--- config.mk ---
export PLATFORM = sky130hd
export DESIGN_NAME = audio_serial_tx
export DESIGN_NICKNAME = d
export VERILOG_FILES = /design/src/rtl/atx_pkg.sv /design/src/rtl/atx_clk_master.sv /design/src/rtl/atx_clk_slave.sv /design/src/rtl/atx_serializer.sv /design/src/rtl/audio_serial_tx.sv
export SDC_FILE = /design/constraint.sdc
export NUM_CORES = 1
export LEC_CHECK = 0
export ABC_AREA = 1
export CORE_MARGIN = 3
export CORE_UTILIZATION = 63
export CTS_CLUSTER_DIAMETER = 150
export CTS_CLUSTER_SIZE = 24
export DETAILED_ROUTE_END_ITERATION = 12
export GPL_TIMING_DRIVEN = 0
export PLACE_DENSITY = 0.89
export SYNTH_ARGS = -nofsm -noshare
export SYNTH_HDL_FRONTEND = slang
export SYNTH_SLANG_ARGS = --single-unit
--- constraint.sdc ---
create_clock -name clk -period 9.9 [get_ports clk]
set_input_delay 0.99 -clock clk [delete_from_list [all_inputs] [get_ports clk]]
set_output_delay 0.99 -clock clk [all_outputs]
set_load 0.03 [all_outputs]
--- src/rtl/atx_pkg.sv ---
package atx_pkg;

  // Framing selector; the code values are part of the port contract.
  typedef enum logic [1:0] {
    FMT_LEFT    = 2'd0,
    FMT_RIGHT   = 2'd1,
    FMT_I2S     = 2'd2,
    FMT_ONELINE = 2'd3
  } atx_fmt_e;

endpackage

--- src/rtl/atx_clk_master.sv ---
// Divides the system clock into a bit clock and flags the cycle in which it falls.
module atx_clk_master #(
  parameter int CLK_DIV = 4
) (
  input  logic clk,
  input  logic rst_n,
  input  logic en,
  output logic bclk,
  output logic fall_tick
);
  localparam int DIV_W = $clog2(CLK_DIV + 1);
  localparam logic [DIV_W-1:0] DIV_LAST = DIV_W'(CLK_DIV - 1);

  logic [DIV_W-1:0] div_q;
  logic             half_done;

  assign half_done = (div_q == DIV_LAST);
  // The serializer advances on the same edge that drives bclk low.
  assign fall_tick = en && bclk && half_done;

  always_ff @(posedge clk or negedge rst_n) begin
    if (!rst_n) begin
      div_q <= '0;
      bclk  <= 1'b0;
    end else if (!en) begin
      div_q <= '0;
      bclk  <= 1'b0;
    end else if (half_done) begin
      div_q <= '0;
      bclk  <= ~bclk;
    end else begin
      div_q <= div_q + 1'b1;
    end
  end
endmodule

--- src/rtl/atx_clk_slave.sv ---
// Brings the external bit and frame clocks into the system clock domain and
// reports bit-clock falls and frame-start edges.
module atx_clk_slave #(
  parameter int SYNC_STAGES = 2
) (
  input  logic clk,
  input  logic rst_n,
  input  logic en,
  input  logic start_on_fall,
  input  logic bclk_in,
  input  logic lrck_in,
  output logic fall_tick,
  output logic start_edge
);
  localparam int SS = (SYNC_STAGES < 2) ? 2 : SYNC_STAGES;

  logic [SS:0]   bsync_q;
  logic [SS-1:0] lsync_q;
  logic          lr_prev_q;
  logic          b_lvl, b_old, l_lvl, rise_tick;

  assign b_lvl = bsync_q[SS-1];
  assign b_old = bsync_q[SS];
  assign l_lvl = lsync_q[SS-1];

  assign fall_tick = en && b_old && !b_lvl;
  assign rise_tick = en && !b_old && b_lvl;
  // The frame clock is read at rising bit-clock edges, where it is stable.
  assign start_edge = rise_tick &&
                      (start_on_fall ? (lr_prev_q && !l_lvl) : (!lr_prev_q && l_lvl));

  always_ff @(posedge clk or negedge rst_n) begin
    if (!rst_n) begin
      bsync_q   <= '0;
      lsync_q   <= '0;
      lr_prev_q <= 1'b0;
    end else begin
      bsync_q <= {bsync_q[SS-1:0], bclk_in};
      lsync_q <= {lsync_q[SS-2:0], lrck_in};
      if (rise_tick) lr_prev_q <= l_lvl;
    end
  end
endmodule

--- src/rtl/atx_serializer.sv ---
// Bit position counter, per-frame sample capture and bit selection for all framings.
module atx_serializer
  import atx_pkg::*;
#(
  parameter int SAMPLE_W = 24,
  parameter int SLOT_W   = 32,
  parameter int CHANNELS = 6
) (
  input  logic                clk,
  input  logic                rst_n,
  input  atx_fmt_e            fmt,
  input  logic                fall_tick,
  input  logic                start_edge,
  input  logic [CHANNELS*SAMPLE_W-1:0] sample_in,
  output logic                sdata,
  output logic                lrck,
  output logic [$clog2(CHANNELS*SLOT_W+1)-1:0] pos,
  output logic                frame_load
);
  localparam int STD_LEN = 2 * SLOT_W;
  localparam int OL_LEN  = CHANNELS * SLOT_W;
  localparam int POS_W   = $clog2(OL_LEN + 1);
  localparam int PCM_W   = CHANNELS * SAMPLE_W;
  localparam int PAD_W   = SLOT_W - SAMPLE_W;

  function automatic int frame_len(atx_fmt_e f);
    return (f == FMT_ONELINE) ? OL_LEN : STD_LEN;
  endfunction

  // Frame clock level for a bit position.
  function automatic logic frame_lrck(atx_fmt_e f, logic [POS_W-1:0] p);
    logic first_half;
    first_half = int'(p) < (frame_len(f) / 2);
    return (f == FMT_I2S) ? !first_half : first_half;
  endfunction

  // Data bit for a bit position, taken from a captured sample array.
  function automatic logic frame_bit(atx_fmt_e f, logic [POS_W-1:0] p,
                                     logic [PCM_W-1:0] pcm);
    int idx, ch, q, sel;
    logic [PCM_W-1:0] sh;
    idx = int'(p);
    if (f == FMT_I2S) idx = (idx == 0) ? STD_LEN - 1 : idx - 1;
    ch = idx / SLOT_W;
    q  = idx % SLOT_W;
    if (ch >= CHANNELS) return 1'b0;
    if (f == FMT_RIGHT) begin
      if (q < PAD_W) return 1'b0;
      sel = SLOT_W - 1 - q;
    end else begin
      if (q >= SAMPLE_W) return 1'b0;
      sel = SAMPLE_W - 1 - q;
    end
    sh = pcm >> (ch * SAMPLE_W + sel);
    return sh[0];
  endfunction

  logic [PCM_W-1:0] shadow_q;
  logic [POS_W-1:0] pos_nxt;
  logic             wrap, resync;

  assign wrap    = int'(pos) >= frame_len(fmt) - 1;
  assign pos_nxt = wrap ? '0 : pos + 1'b1;
  // Realign only when the external frame start disagrees with the counter.
  assign resync     = start_edge && (pos != '0);
  assign frame_load = resync || (fall_tick && wrap);

  always_ff @(posedge clk or negedge rst_n) begin
    if (!rst_n) begin
      pos      <= '1;
      shadow_q <= '0;
      sdata    <= 1'b0;
      lrck     <= 1'b0;
    end else if (resync) begin
      pos      <= '0;
      shadow_q <= sample_in;
      sdata    <= frame_bit(fmt, '0, sample_in);
      lrck     <= frame_lrck(fmt, '0);
    end else if (fall_tick) begin
      pos   <= pos_nxt;
      sdata <= frame_bit(fmt, pos_nxt, wrap ? sample_in : shadow_q);
      lrck  <= frame_lrck(fmt, pos_nxt);
      if (wrap) shadow_q <= sample_in;
    end
  end
endmodule

--- src/rtl/audio_serial_tx.sv ---
module audio_serial_tx
  import atx_pkg::*;
#(
  parameter int SAMPLE_W    = 24,
  parameter int SLOT_W      = 32,
  parameter int CHANNELS    = 6,
  parameter int CLK_DIV     = 4,
  parameter int SYNC_STAGES = 2
) (
  input  logic                         clk,
  input  logic                         rst_n,
  input  logic                         cfg_master,
  input  logic [1:0]                   cfg_format,
  input  logic                         bclk_in,
  input  logic                         lrck_in,
  input  logic [CHANNELS*SAMPLE_W-1:0] sample_in,
  output logic                         bclk_out,
  output logic                         lrck_out,
  output logic                         sdata
);
  localparam int POS_W = $clog2(CHANNELS * SLOT_W + 1);

  atx_fmt_e         fmt;
  logic             m_bclk, m_fall, s_fall, s_start;
  logic             fall_tick, start_edge, ser_lrck;
  logic [POS_W-1:0] bit_pos;
  logic             frame_load;

  assign fmt = atx_fmt_e'(cfg_format);

  atx_clk_master #(.CLK_DIV(CLK_DIV)) u_mclk (
    .clk(clk), .rst_n(rst_n), .en(cfg_master),
    .bclk(m_bclk), .fall_tick(m_fall)
  );

  atx_clk_slave #(.SYNC_STAGES(SYNC_STAGES)) u_sclk (
    .clk(clk), .rst_n(rst_n), .en(!cfg_master),
    .start_on_fall(fmt == FMT_I2S),
    .bclk_in(bclk_in), .lrck_in(lrck_in),
    .fall_tick(s_fall), .start_edge(s_start)
  );

  assign fall_tick  = cfg_master ? m_fall : s_fall;
  assign start_edge = cfg_master ? 1'b0 : s_start;

  atx_serializer #(.SAMPLE_W(SAMPLE_W), .SLOT_W(SLOT_W), .CHANNELS(CHANNELS)) u_ser (
    .clk(clk), .rst_n(rst_n), .fmt(fmt),
    .fall_tick(fall_tick), .start_edge(start_edge),
    .sample_in(sample_in),
    .sdata(sdata), .lrck(ser_lrck), .pos(bit_pos), .frame_load(frame_load)
  );

  assign bclk_out = m_bclk;
  assign lrck_out = cfg_master && ser_lrck;
endmodule

==> reports/metrics.csv <==
stage,metric,value,unit
run_status,status,"finished, final reports clean",
sta,"Hold Vio Cnt, Final",0,
clocking,CTS tree,built,
sta,Fmax,144,MHz
floorplanning,# IOs,154,
sta,Worst-Margin Slew,1060,ps
layout,Reg area,4110,µm²
sta,period utilization,0.700,
power_and_ir_drop,Worst IR Drop VDD,0.185,mV
floorplanning,die height,156,µm
synth,commonest cells in the netlist,"540 x nand2_1, 324 x o21ai_0, 160 x nand3_1",
synth,fraction of the yosys area taken by sequential cells,0.291,
power_and_ir_drop,total net switching power,0.00284,W
clocking,post-cts hold buffer count,0,
synth,Mapped Cells,1978,
worst_setup_path,"Largest stage delay, worst path",540,ps
layout,Nets,2439,
worst_setup_path,worst-path fanout max,10,
sta,unrepaired setup endpoints after global routing,false,
clocking,Clock Sinks,164,
power_and_ir_drop,Sw Ratio,0.525,
synth,Synth Warn #,0,
grt,total gr overflow,0,
grt,vias in the first global route,15500,
sta,minimum clock period,6930,ps
clocking,Root Driver,clkbuf_16,
power_and_ir_drop,Gate power share,0.669,
synth,"Distinct cells, synth",52,
clocking,CTS H-Tree Depth,4,
sta,Final Slew Violations,0,
power_and_ir_drop,PD cells,322,nW/µm²
sta,Final TNS setup,0,ps
route,Final ANT Viol Nets,0,
synth,Post-synth EDFFs,0,
synth,Post-Syn Area per Cell,7.14,µm²
layout,Filler cells,1643,
route,DR iter-0 viols,2523,
clocking,CTS buffer count,17,
clocking,Resize count post-CTS,0,
worst_setup_path,startpoint types,input pin,
placement,dpl hpwl,33.8,mm
placement,IO Port Bufs,153,
floorplanning,Die W,156,µm
flow_run,max-capacitance violation count,0,
synth,Post-synth top flop,dfrtp_1,
synth,cell area after synthesis,14100,µm²
synth,synthesis-stage register bit count,164,
layout,layout cells sized above 1,0.0499,
route,Vias/cell,6.40,
clocking,worst-skew pair later-pin latency,440,ps
synth,Synth area leader,dfrtp_1,
clocking,"Reg clk slew, reported paths",80,ps
synth,most common cell in the synthesized netlist,nand2_1,
route,final wirelength,47.3,mm
synth,async set-reset flop share out of synthesis,1.00,
worst_setup_path,"Top cell by count, worst path",ha_1,
power_and_ir_drop,Seq pwr share,0.206,
route,vias post-DR,15900,
layout,Area Growth Syn to Fin,18.8,%
power_and_ir_drop,LEAKAGE,8.28,nW
sta,final number of setup-violating endpoints,0,
sta,worst rel slew slack,0.296,
floorplanning,Core Footprint,22000,µm²
worst_setup_path,Slowest cell on crit path,clkdlybuf4s50_1,
power_and_ir_drop,internal power,0.00257,W
sta,WHS,351,ps
route,first-pass detailed-route iteration total,8,
synth,Synth area leaders,"dfrtp_1 28%, nand2_1 14%, o21ai_0 11%",
clocking,Post-CTS Setup Bufs,0,
floorplanning,Initial Util,0.644,
worst_setup_path,Worst Path Arrival,7290,ps
grt,largest net degree at the start of global routing,97,
grt,GRT Overall Usage,0.380,
floorplanning,die area,24300,µm²
grt,initial antenna violation count,1,
layout,Multi-input gate area,9210,µm²
grt,global-route wire length before repair,74.8,mm
synth,Yosys top cell area share,0.276,
clocking,clock tree buffer depth,2,
worst_setup_path,Setup Crit Path Kind,input pin to flop,
route,DRC,0,
min_path,Worst Hold Class,flop to flop,
worst_setup_path,data required time at the worst endpoint,10260,ps
placement,GPL Wtd Cong,0.946,
route,DR WL/cell,19.0,µm
floorplanning,num rows,54,
sta,Worst Skew,14.8,ps
power_and_ir_drop,clock share of power,0.125,
worst_setup_path,Crit. End Element,flop,
## worst paths after layout
| check | startpoint | to | slack [ps] | cells after the start |
|---|---|---|---|---|
| worst max register to register | u_ser.pos[7] | u_ser.sdata | 3810 | 33 |
| worst min-delay path | u_sclk.bsync_q[0] | u_sclk.bsync_q[1] | 350 | 0 |
| max in group asynchronous | rst_n | u_ser.pos[1] | 8520 | 2 |
| min in group asynchronous | rst_n | u_ser.shadow_q[102] | 470 | 1 |
| worst min register to register | u_sclk.bsync_q[0] | u_sclk.bsync_q[1] | 350 | 0 |
| worst max-delay path | cfg_format[0] | u_ser.sdata | 2970 | 39 |
## through the flow
step	instance area, µm²	power [W]	setup WS, ps	utilization	cells
2_1_floorplan	14300	0.00357	4030	-	2018
4_1_cts	16800	0.00514	3040	0.764	2484
3_3_place_gp	16200	0.00431	977	0.736	2451
3_5_place_dp	16200	0.00443	2630	0.738	2452
5_1_grt	16800	0.00576	2470	0.765	2485
6_report	16800	0.00541	2970	0.765	2485
## cells by family after synthesis
logic type	share of synthesized area
and+or+nand+nor	0.256
muxes	0.101
AOI/OAI and AO/OA	0.167
DFF	0.291
adders and majority gates	0.0875
buffers and inverters	0.0681
xor gates and xnor gates	0.0285
other	0.000531
## flip-flops by register name, summed over array words and instances (netlist names)
name / flops
u_sclk.lsync_q: 2
u_ser.lrck: 1
u_sclk.lr_prev_q: 1
u_mclk.bclk: 1
u_mclk.div_q: 3
u_ser.shadow_q: 144
u_ser.sdata: 1
u_ser.pos: 8
u_sclk.bsync_q: 3
## per-layer routing
layer  routed length [µm]  global-route usage  vias up
met2                21400               0.614     1131
met5                    0                   0        -
li1                     -                   -     7118
met3                 5420              0.0763      303
met1                17400               0.474     7346
met4                 3050               0.221        0
## critical path, delay by kind of cell
kind,cells,cell delay [ps]
adder cells (fa/ha/maj),8,2300
AND/OR/NAND/NOR,20,2270
buffers and inverters,6,960
AO/OA/AOI/OAI,5,730
## cells in the final DEF, fill, tap and decap left out, drive strengths merged, types with 49 or more instances in the layout
master,n
nand2,545
o21ai,329
nand3,165
dfrtp,156
clkdlybuf4s50,152
mux2i,142
inv,123
ha,94
clkbuf,87
nor2,72
a21oi,69
buf,49
## power groups by stage
stage	Clock, W	Combinational (W)	Sequential [W]
final	0.000676	0.00362	0.00112
after global routing	0.000697	0.00392	0.00114
after CTS	0.000669	0.00337	0.00110
after detailed placement	0	0.00331	0.00111
after global placement	0	0.00322	0.00110
after floorplan	0	0.00250	0.00107
## cell type report
type,count,area share
plain buffers,116,0.0308
clock inverters,14,0.00954
well taps,280,0.0209
diodes,1,0.000149
clock buffers,18,0.0256
flip-flops and latches,164,0.245
inverters,118,0.0265
multi-input cells,1620,0.548
repair buffers,154,0.0932
Note: power is estimated with default switching activity, not from simulation.
